File: config.mk
export PLATFORM = sky130hd
export DESIGN_NAME = lcb_pulse_gen
export DESIGN_NICKNAME = d
export VERILOG_FILES = /design/src/rtl/lcb_pkg.sv /design/src/rtl/lcb_regbank.sv /design/src/rtl/lcb_toggle_unit.sv /design/src/rtl/lcb_pulse_gen.sv
export SDC_FILE = /design/constraint.sdc
export NUM_CORES = 2
export LEC_CHECK = 0
export ABC_AREA = 1
export BUFFER_PORTS_ARGS = -buffer_cell sky130_fd_sc_hd__clkbuf_2
export CAP_MARGIN = 5
export CORE_MARGIN = 8
export CORE_UTILIZATION = 64
export CTS_CLUSTER_SIZE = 10
export DETAILED_ROUTE_END_ITERATION = 10
export MAX_ROUTING_LAYER = met4
export PLACE_DENSITY_LB_ADDON = 0.2
export SLEW_MARGIN = 20
export SYNTH_ARGS = -nofsm -noshare
export SYNTH_HDL_FRONTEND = slang
export SYNTH_SLANG_ARGS = --single-unit
File: constraint.sdc
create_clock -name clk -period 3.05 [get_ports clk]
set_clock_uncertainty 0.1 [all_clocks]
set_input_delay 0.1525 -clock clk [delete_from_list [all_inputs] [get_ports clk]]
set_output_delay 0.1525 -clock clk [all_outputs]
set_load 0.05 [all_outputs]
File: src/rtl/lcb_pkg.sv
package lcb_pkg;
    localparam int NFIELD  = 11;
    localparam int NHTOG   = 6;
    localparam int FLD_CT1 = 0;
    localparam int FLD_PT1 = 2;
    localparam int FLD_HT1 = 4;
    localparam int FLD_CTL = 10;
    localparam int CB_CLP  = 0;
    localparam int CB_PBL  = 1;
    localparam int CB_MASK = 2;
    localparam int CB_ALT  = 3;

    typedef enum logic [1:0] {
        LS_WAIT = 2'd0,
        LS_RUN  = 2'd1,
        LS_END  = 2'd2
    } line_state_t;
endpackage

File: src/rtl/lcb_regbank.sv
module lcb_regbank
    import lcb_pkg::*;
#(
    parameter int CNT_W = 12,
    parameter int NSETS = 10
) (
    input  logic                                clk,
    input  logic                                rst_n,
    input  logic                                wr_en,
    input  logic [$clog2(NSETS)+3:0]            wr_addr,
    input  logic [CNT_W-1:0]                    wr_data,
    input  logic [$clog2(NSETS)-1:0]            rd_sel,
    output logic [NFIELD-1:0][CNT_W-1:0]        rd_fld
);
    localparam int SEL_W = $clog2(NSETS);

    logic [NFIELD-1:0][CNT_W-1:0] mem [NSETS];
    logic [SEL_W-1:0] wset;
    logic [3:0]       wfld;

    assign wset = wr_addr[SEL_W+3:4];
    assign wfld = wr_addr[3:0];

    always_ff @(posedge clk or negedge rst_n) begin
        if (!rst_n) begin
            for (int s = 0; s < NSETS; s++) begin
                mem[s] <= '0;
            end
        end else if (wr_en && (int'(wset) < NSETS) && (int'(wfld) < NFIELD)) begin
            mem[wset][wfld] <= wr_data;
        end
    end

    always_comb begin
        if (int'(rd_sel) < NSETS) begin
            rd_fld = mem[rd_sel];
        end else begin
            rd_fld = '0;
        end
    end
endmodule

File: src/rtl/lcb_toggle_unit.sv
module lcb_toggle_unit #(
    parameter int   N       = 2,
    parameter int   CNT_W   = 12,
    parameter logic RST_VAL = 1'b1
) (
    input  logic                      clk,
    input  logic                      rst_n,
    input  logic                      restart,
    input  logic                      advance,
    input  logic                      start_val,
    input  logic [CNT_W-1:0]          cnt_next,
    input  logic [N-1:0][CNT_W-1:0]   tog,
    input  logic [N-1:0]              en,
    output logic                      q
);
    logic [N-1:0] hit;

    for (genvar i = 0; i < N; i++) begin : g_hit
        assign hit[i] = en[i] && (tog[i] == cnt_next);
    end

    always_ff @(posedge clk or negedge rst_n) begin
        if (!rst_n) begin
            q <= RST_VAL;
        end else if (restart) begin
            q <= start_val ^ (^hit);
        end else if (advance) begin
            q <= q ^ (^hit);
        end
    end


    hold_when_idle_chk: assert property (@(posedge clk) disable iff (!rst_n)
        (!restart && !advance) |=> $stable(q));
endmodule

File: src/rtl/lcb_pulse_gen.sv
module lcb_pulse_gen
    import lcb_pkg::*;
#(
    parameter int CNT_W = 12,
    parameter int NSETS = 10
) (
    input  logic                        clk,
    input  logic                        rst_n,
    input  logic                        hd,
    input  logic [$clog2(NSETS)-1:0]    seq_idx,
    input  logic                        line_odd,
    input  logic                        wr_en,
    input  logic [$clog2(NSETS)+3:0]    wr_addr,
    input  logic [CNT_W-1:0]            wr_data,
    input  logic [3:0]                  h_in,
    output logic                        clpob_n,
    output logic                        pblk_n,
    output logic                        hblk,
    output logic [3:0]                  h_out
);
    localparam int SEL_W = $clog2(NSETS);
    localparam logic [CNT_W-1:0] MAXV = '1;
    localparam logic [CNT_W-1:0] ONE  = CNT_W'(1);

    line_state_t state, state_n;
    logic [CNT_W-1:0] cnt, cnt_inc, cnt_next;
    logic [SEL_W-1:0] seq_q, sel;
    logic             odd_q, odd_sel, mask_q;
    logic             restart, advance;
    logic [NFIELD-1:0][CNT_W-1:0] rd;
    logic [CNT_W-1:0] ctrl;
    logic [1:0]       alt;
    logic [NHTOG-1:0] hen;
    logic [1:0]       afe_q;

    assign sel      = hd ? seq_idx  : seq_q;
    assign odd_sel  = hd ? line_odd : odd_q;
    assign cnt_inc  = cnt + ONE;
    assign restart  = hd;
    assign advance  = (state == LS_RUN) && !hd;
    assign cnt_next = hd ? '0 : (advance ? cnt_inc : cnt);
    assign ctrl     = rd[FLD_CTL];
    assign alt      = ctrl[CB_ALT+1:CB_ALT];

    lcb_regbank #(.CNT_W(CNT_W), .NSETS(NSETS)) u_bank (
        .clk(clk), .rst_n(rst_n), .wr_en(wr_en), .wr_addr(wr_addr),
        .wr_data(wr_data), .rd_sel(sel), .rd_fld(rd)
    );

    // line state register
    always_ff @(posedge clk or negedge rst_n) begin
        if (!rst_n) state <= LS_WAIT;
        else        state <= state_n;
    end

    always_comb begin
        state_n = state;
        unique case (state)
            LS_WAIT: if (hd) state_n = LS_RUN;
            LS_RUN: begin
                if (hd)                  state_n = LS_RUN;
                else if (cnt_inc == MAXV) state_n = LS_END;
            end
            LS_END:  if (hd) state_n = LS_RUN;
            default: state_n = LS_WAIT;
        endcase
    end

    // counter and per-line captures
    always_ff @(posedge clk or negedge rst_n) begin
        if (!rst_n) begin
            cnt    <= '0;
            seq_q  <= '0;
            odd_q  <= 1'b0;
            mask_q <= 1'b0;
        end else begin
            cnt <= cnt_next;
            if (hd) begin
                seq_q  <= seq_idx;
                odd_q  <= line_odd;
                mask_q <= ctrl[CB_MASK];
            end
        end
    end

    always_comb begin
        unique case (alt)
            2'd0:    hen = '1;
            2'd1:    hen = odd_sel ? 6'b000011 : 6'b111100;
            default: hen = odd_sel ? 6'b111100 : 6'b000011;
        endcase
    end

    for (genvar g = 0; g < 2; g++) begin : g_afe
        lcb_toggle_unit #(.N(2), .CNT_W(CNT_W), .RST_VAL(1'b1)) u_tog (
            .clk(clk), .rst_n(rst_n), .restart(restart), .advance(advance),
            .start_val(ctrl[g]), .cnt_next(cnt_next),
            .tog(rd[2*g+1:2*g]), .en(2'b11), .q(afe_q[g])
        );
    end

    lcb_toggle_unit #(.N(NHTOG), .CNT_W(CNT_W), .RST_VAL(1'b0)) u_hblk (
        .clk(clk), .rst_n(rst_n), .restart(restart), .advance(advance),
        .start_val(1'b0), .cnt_next(cnt_next),
        .tog(rd[FLD_HT1+NHTOG-1:FLD_HT1]), .en(hen), .q(hblk)
    );

    assign clpob_n = afe_q[CB_CLP];
    assign pblk_n  = afe_q[CB_PBL];
    assign h_out   = hblk ? (mask_q ? 4'b1010 : 4'b0101) : h_in;


    restart_zero_chk: assert property (@(posedge clk) disable iff (!rst_n)
        hd |=> (cnt == '0) && (state == LS_RUN));

    sat_hold_chk: assert property (@(posedge clk) disable iff (!rst_n)
        (state == LS_END && !hd) |=> (cnt == MAXV) && $stable(clpob_n) && $stable(pblk_n) && $stable(hblk));

    idle_quiet_chk: assert property (@(posedge clk) disable iff (!rst_n)
        (state == LS_WAIT) |-> (clpob_n && pblk_n && !hblk));

    mask_pattern_chk: assert property (@(posedge clk) disable iff (!rst_n)
        hblk |-> (h_out == 4'b1010 || h_out == 4'b0101));

    sel_hold_chk: assert property (@(posedge clk) disable iff (!rst_n)
        !hd |=> $stable(seq_q) && $stable(odd_q) && $stable(mask_q));
endmodule

==> impl_metrics.py <==
metrics = {
    "timing": {
        "rsz0062_at_grt": "yes",
        "fin_crit_sh_pct": 98.0,
        "fin_crit_ns": 2.99,
        "finalHoldViolations": 0,
        "slew_violations": 0,
        "setup_violations": 0,
        "max_freq_mhz": 335,
        "slew_headroom_pct": 40.0,
        "worst_pin_slew_ns": 0.897,
    },
    "drt": {
        "wl_mm": 201,
        "drtAntennaViolNets": 0,
        "dr_total_vias": 56500,
        "drt-pass1-iter-count": 6,
        "drt-wirelength-per-cell_um": 22.3,
        "drt-initial-drc-count": 8329,
        "viasPerCell": 6.26,
        "post-route-drc-count": 0,
    },
    "worst_setup_path": {
        "crit_family": "simple AND/OR/NAND/NOR gates",
        "required_ns": 3.65,
        "max_stage_delay_ns": 0.37,
        "worst-path-buf-inv": 6,
        "end_kind": "flop",
        "cp-start-kind": "flop",
        "crit_chain": "inv_2, nor2_1, nor2_4, buf_6, clkbuf_16, clkbuf_16, buf_16, nand3_1, nand3_2, nand3_2, nand2_1, xor2_1, nand2_1, nor4_2, buf_4, nand3_1, nand2_1, nand2_1, nand3_1, nand2_1",
        "critPathKind": "reg -> reg",
        "cp_common_cell": "nand2_1",
        "path_max_fanout": 12,
        "slowest_stage": "dfrtp_1",
        "crit_arrival_ns": 3.59,
        "r2r_slack_ns": 0.06,
    },
    "power": {
        "p_leak_nw": 31.8,
        "peakVddDrop_v": 0.000522,
        "p_per_area_nw_per_um2": 574,
        "power_mw": 40.0,
    },
    "layout": {
        "finish.instance_area_um2": 69600,
        "drive_gt1_share_pct": 11.4,
        "areaGrowthSynthToFinish_pct": 15.5,
        "final_nets": 7767,
        "nFillCells": 6942,
    },
    "grt": {
        "grt_pass1_vias": 52800,
        "grt_overflow_total": 0,
        "antenna_found_initial": 4,
        "grt_start_max_net_pins": 122,
        "grt_pass1_wl_mm": 305,
        "grtUsageTotal_pct": 38.3,
    },
    "cts": {
        "cts_buffers": 148,
        "clk_pin_slew_ns": 0.06,
        "clk_path_buf_depth": 3,
        "htree_levels": 4,
        "cts_sinks": 1273,
        "cts-root-buf": "clkbuf_16",
        "clock_latency_ns": 0.77,
        "cts_tree": "done",
    },
    "floorplanning": {
        "die_area_um2": 104000,
        "initial_core_util_pct": 64.6,
        "rows": 112,
        "ioPinCount": 40,
        "die_w_um": 323,
        "die_y_um": 323,
        "core-area_um2": 93300,
    },
    "run_status": {
        "status": "completed",
    },
    "synth": {
        "post-synth-top-count-cell": "nand2_1",
        "syn_area_per_cell_um2": 7.86,
        "async_flop_share_pct": 100,
        "synth_nets": 7702,
        "synthDistinctLibCells": 47,
        "synth_common_cells": "nand2_1, o21ai_0, dfrtp_1",
        "ys_seq_elements": 1273,
        "yosys_most_used_dff": "dfrtp_1",
        "post-synth-top-area-fraction_pct": 52.8,
        "ys_warn_count": 0,
        "synth_top_cell_by_area": "dfrtp_1",
        "synthCells": 7667,
        "synthTopCellsByArea": "dfrtp_1, nand2_1, o21ai_0",
        "yosysSeqAreaShare_pct": 52.9,
        "netlist_area_um2": 60300,
        "synth_enable_flop_cells": 0,
    },
    "place": {
        "post_dp_cell_area_um2": 63500,
        "port_buffers": 39,
        "dp_hpwl_mm": 121,
        "place_congestion": 0.984,
    },
    "flow_run": {
        "drv_cap": 0,
    },
    "worst_hold_path": {
        "worstHoldPathType": "in -> reg",
    },
}
final cells by class:
| class | count | area, um2 | area share (%) |
|---|---|---|---|
| Sequential cell | 1273 | 31900 | 45.8 |
| Multi-Input combinational cell | 5625 | 25600 | 36.8 |
| Timing Repair Buffer | 530 | 5860 | 8.41 |
| Clock buffer | 176 | 3980 | 5.71 |
| Tap cell | 1254 | 1570 | 2.25 |
| Inverter | 154 | 623 | 0.895 |
| Clock inverter | 12 | 135 | 0.194 |
| Antenna cell | 5 | 12.5 | 0.0180 |
state kept, by name (all words and copies together), names as in the netlist:
name           flops
u_bank.mem      1250
u_hblk.q           1
state              2
seq_q              4
g_afe.u_tog.q      2
cnt               12
mask_q             1
odd_q              1
timing repair:
action                                  4_1_cts  5_1_grt
pin swaps                                     2       33
hold buffers                                 21        0
gates cloned                                  0       23
endpoints found under the setup margin        2        3
resized for setup                             8      216
endpoints found under the hold margin      1708        0
setup buffers                                 6       23
cells by family (layout without fill, tap and decap cells):
logic type                 after synthesis  after routing  synth area share, %
adders and majority gates                2              2               0.0415
AOI/OAI and AO/OA                     1545           1545                 13.1
and+or+nand+nor                       4028           4028                 27.5
xor gates and xnor gates                49             49                0.712
buffers and inverters                  769            872                 5.79
other                                    0              5                    0
muxes                                    1              1               0.0166
DFF                                   1273           1273                 52.9
tightest hold or removal path, delay by kind of cell:
kind | cells | cell delay [ns]
and+or+nand+nor | 3 | 0.39
buffers and inverters | 2 | 0.24
AOI/OAI and AO/OA | 1 | 0.09
metal layers:
metal,track usage [%],vias up,share of wire (%)
met5,-,-,0
met1,50.3,27000,38
met3,7.98,723,11
met2,56.2,3502,45
li1,-,25300,-
met4,20.3,0,6.1
final timing paths:
path / from / endpoint / cells after the start
setup reg to reg: seq_q[1]$_DFF_PN0_ / g_afe[0].u_tog.q$_DFFE_PN1P_ / 20
hold reg to reg: u_bank.mem[167]$_DFFE_PN0P_ / u_bank.mem[167]$_DFFE_PN0P_ / 2
max in group asynchronous: rst_n / u_bank.mem[561]$_DFFE_PN0P_ / 3
min in group asynchronous: rst_n / g_afe[1].u_tog.q$_DFFE_PN1P_ / 2
setup / recovery: seq_q[1]$_DFF_PN0_ / g_afe[0].u_tog.q$_DFFE_PN1P_ / 20
hold / removal: wr_addr[0] / u_bank.mem[51]$_DFFE_PN0P_ / 6
power by group:
| part | switching [mW] | internal [mW] | leakage [nW] |
|---|---|---|---|
| Combinational | 4.24 | 2.21 | 12.1 |
| Sequential | 0.306 | 17.4 | 17.7 |
| Clock | 6.78 | 9.08 | 2.02 |
through the flow:
stage,utilization (%),setup slack (ns),hold WS [ns],TNS [ns],std cells
after floorplan,-,0.606,-0.243,0,7667
after global placement,68.0,-0.177,0.0799,-0.198,8763
after detailed placement,68.0,-0.156,0.0805,-0.176,8763
after CTS,72.8,0.00675,0.00195,0,8978
after global routing,74.6,-0.108,0.0801,-0.136,9028
final,74.6,0.0611,0.0500,0,9029
cell usage in the layout (no fill, tap or decap), types with 38 or more instances in the layout:
| cell type | count |
|---|---|
| dfrtp_1 | 1270 |
| o21ai_1 | 65 |
| nor2_1 | 228 |
| xor2_1 | 47 |
| clkbuf_16 | 175 |
| clkbuf_2 | 38 |
| nand3_1 | 922 |
| buf_4 | 325 |
| nand3_2 | 79 |
| inv_1 | 124 |
| buf_12 | 85 |
| nand2_1 | 2689 |
| o21ai_0 | 1408 |
Note: power is estimated with default switching activity, not from simulation.
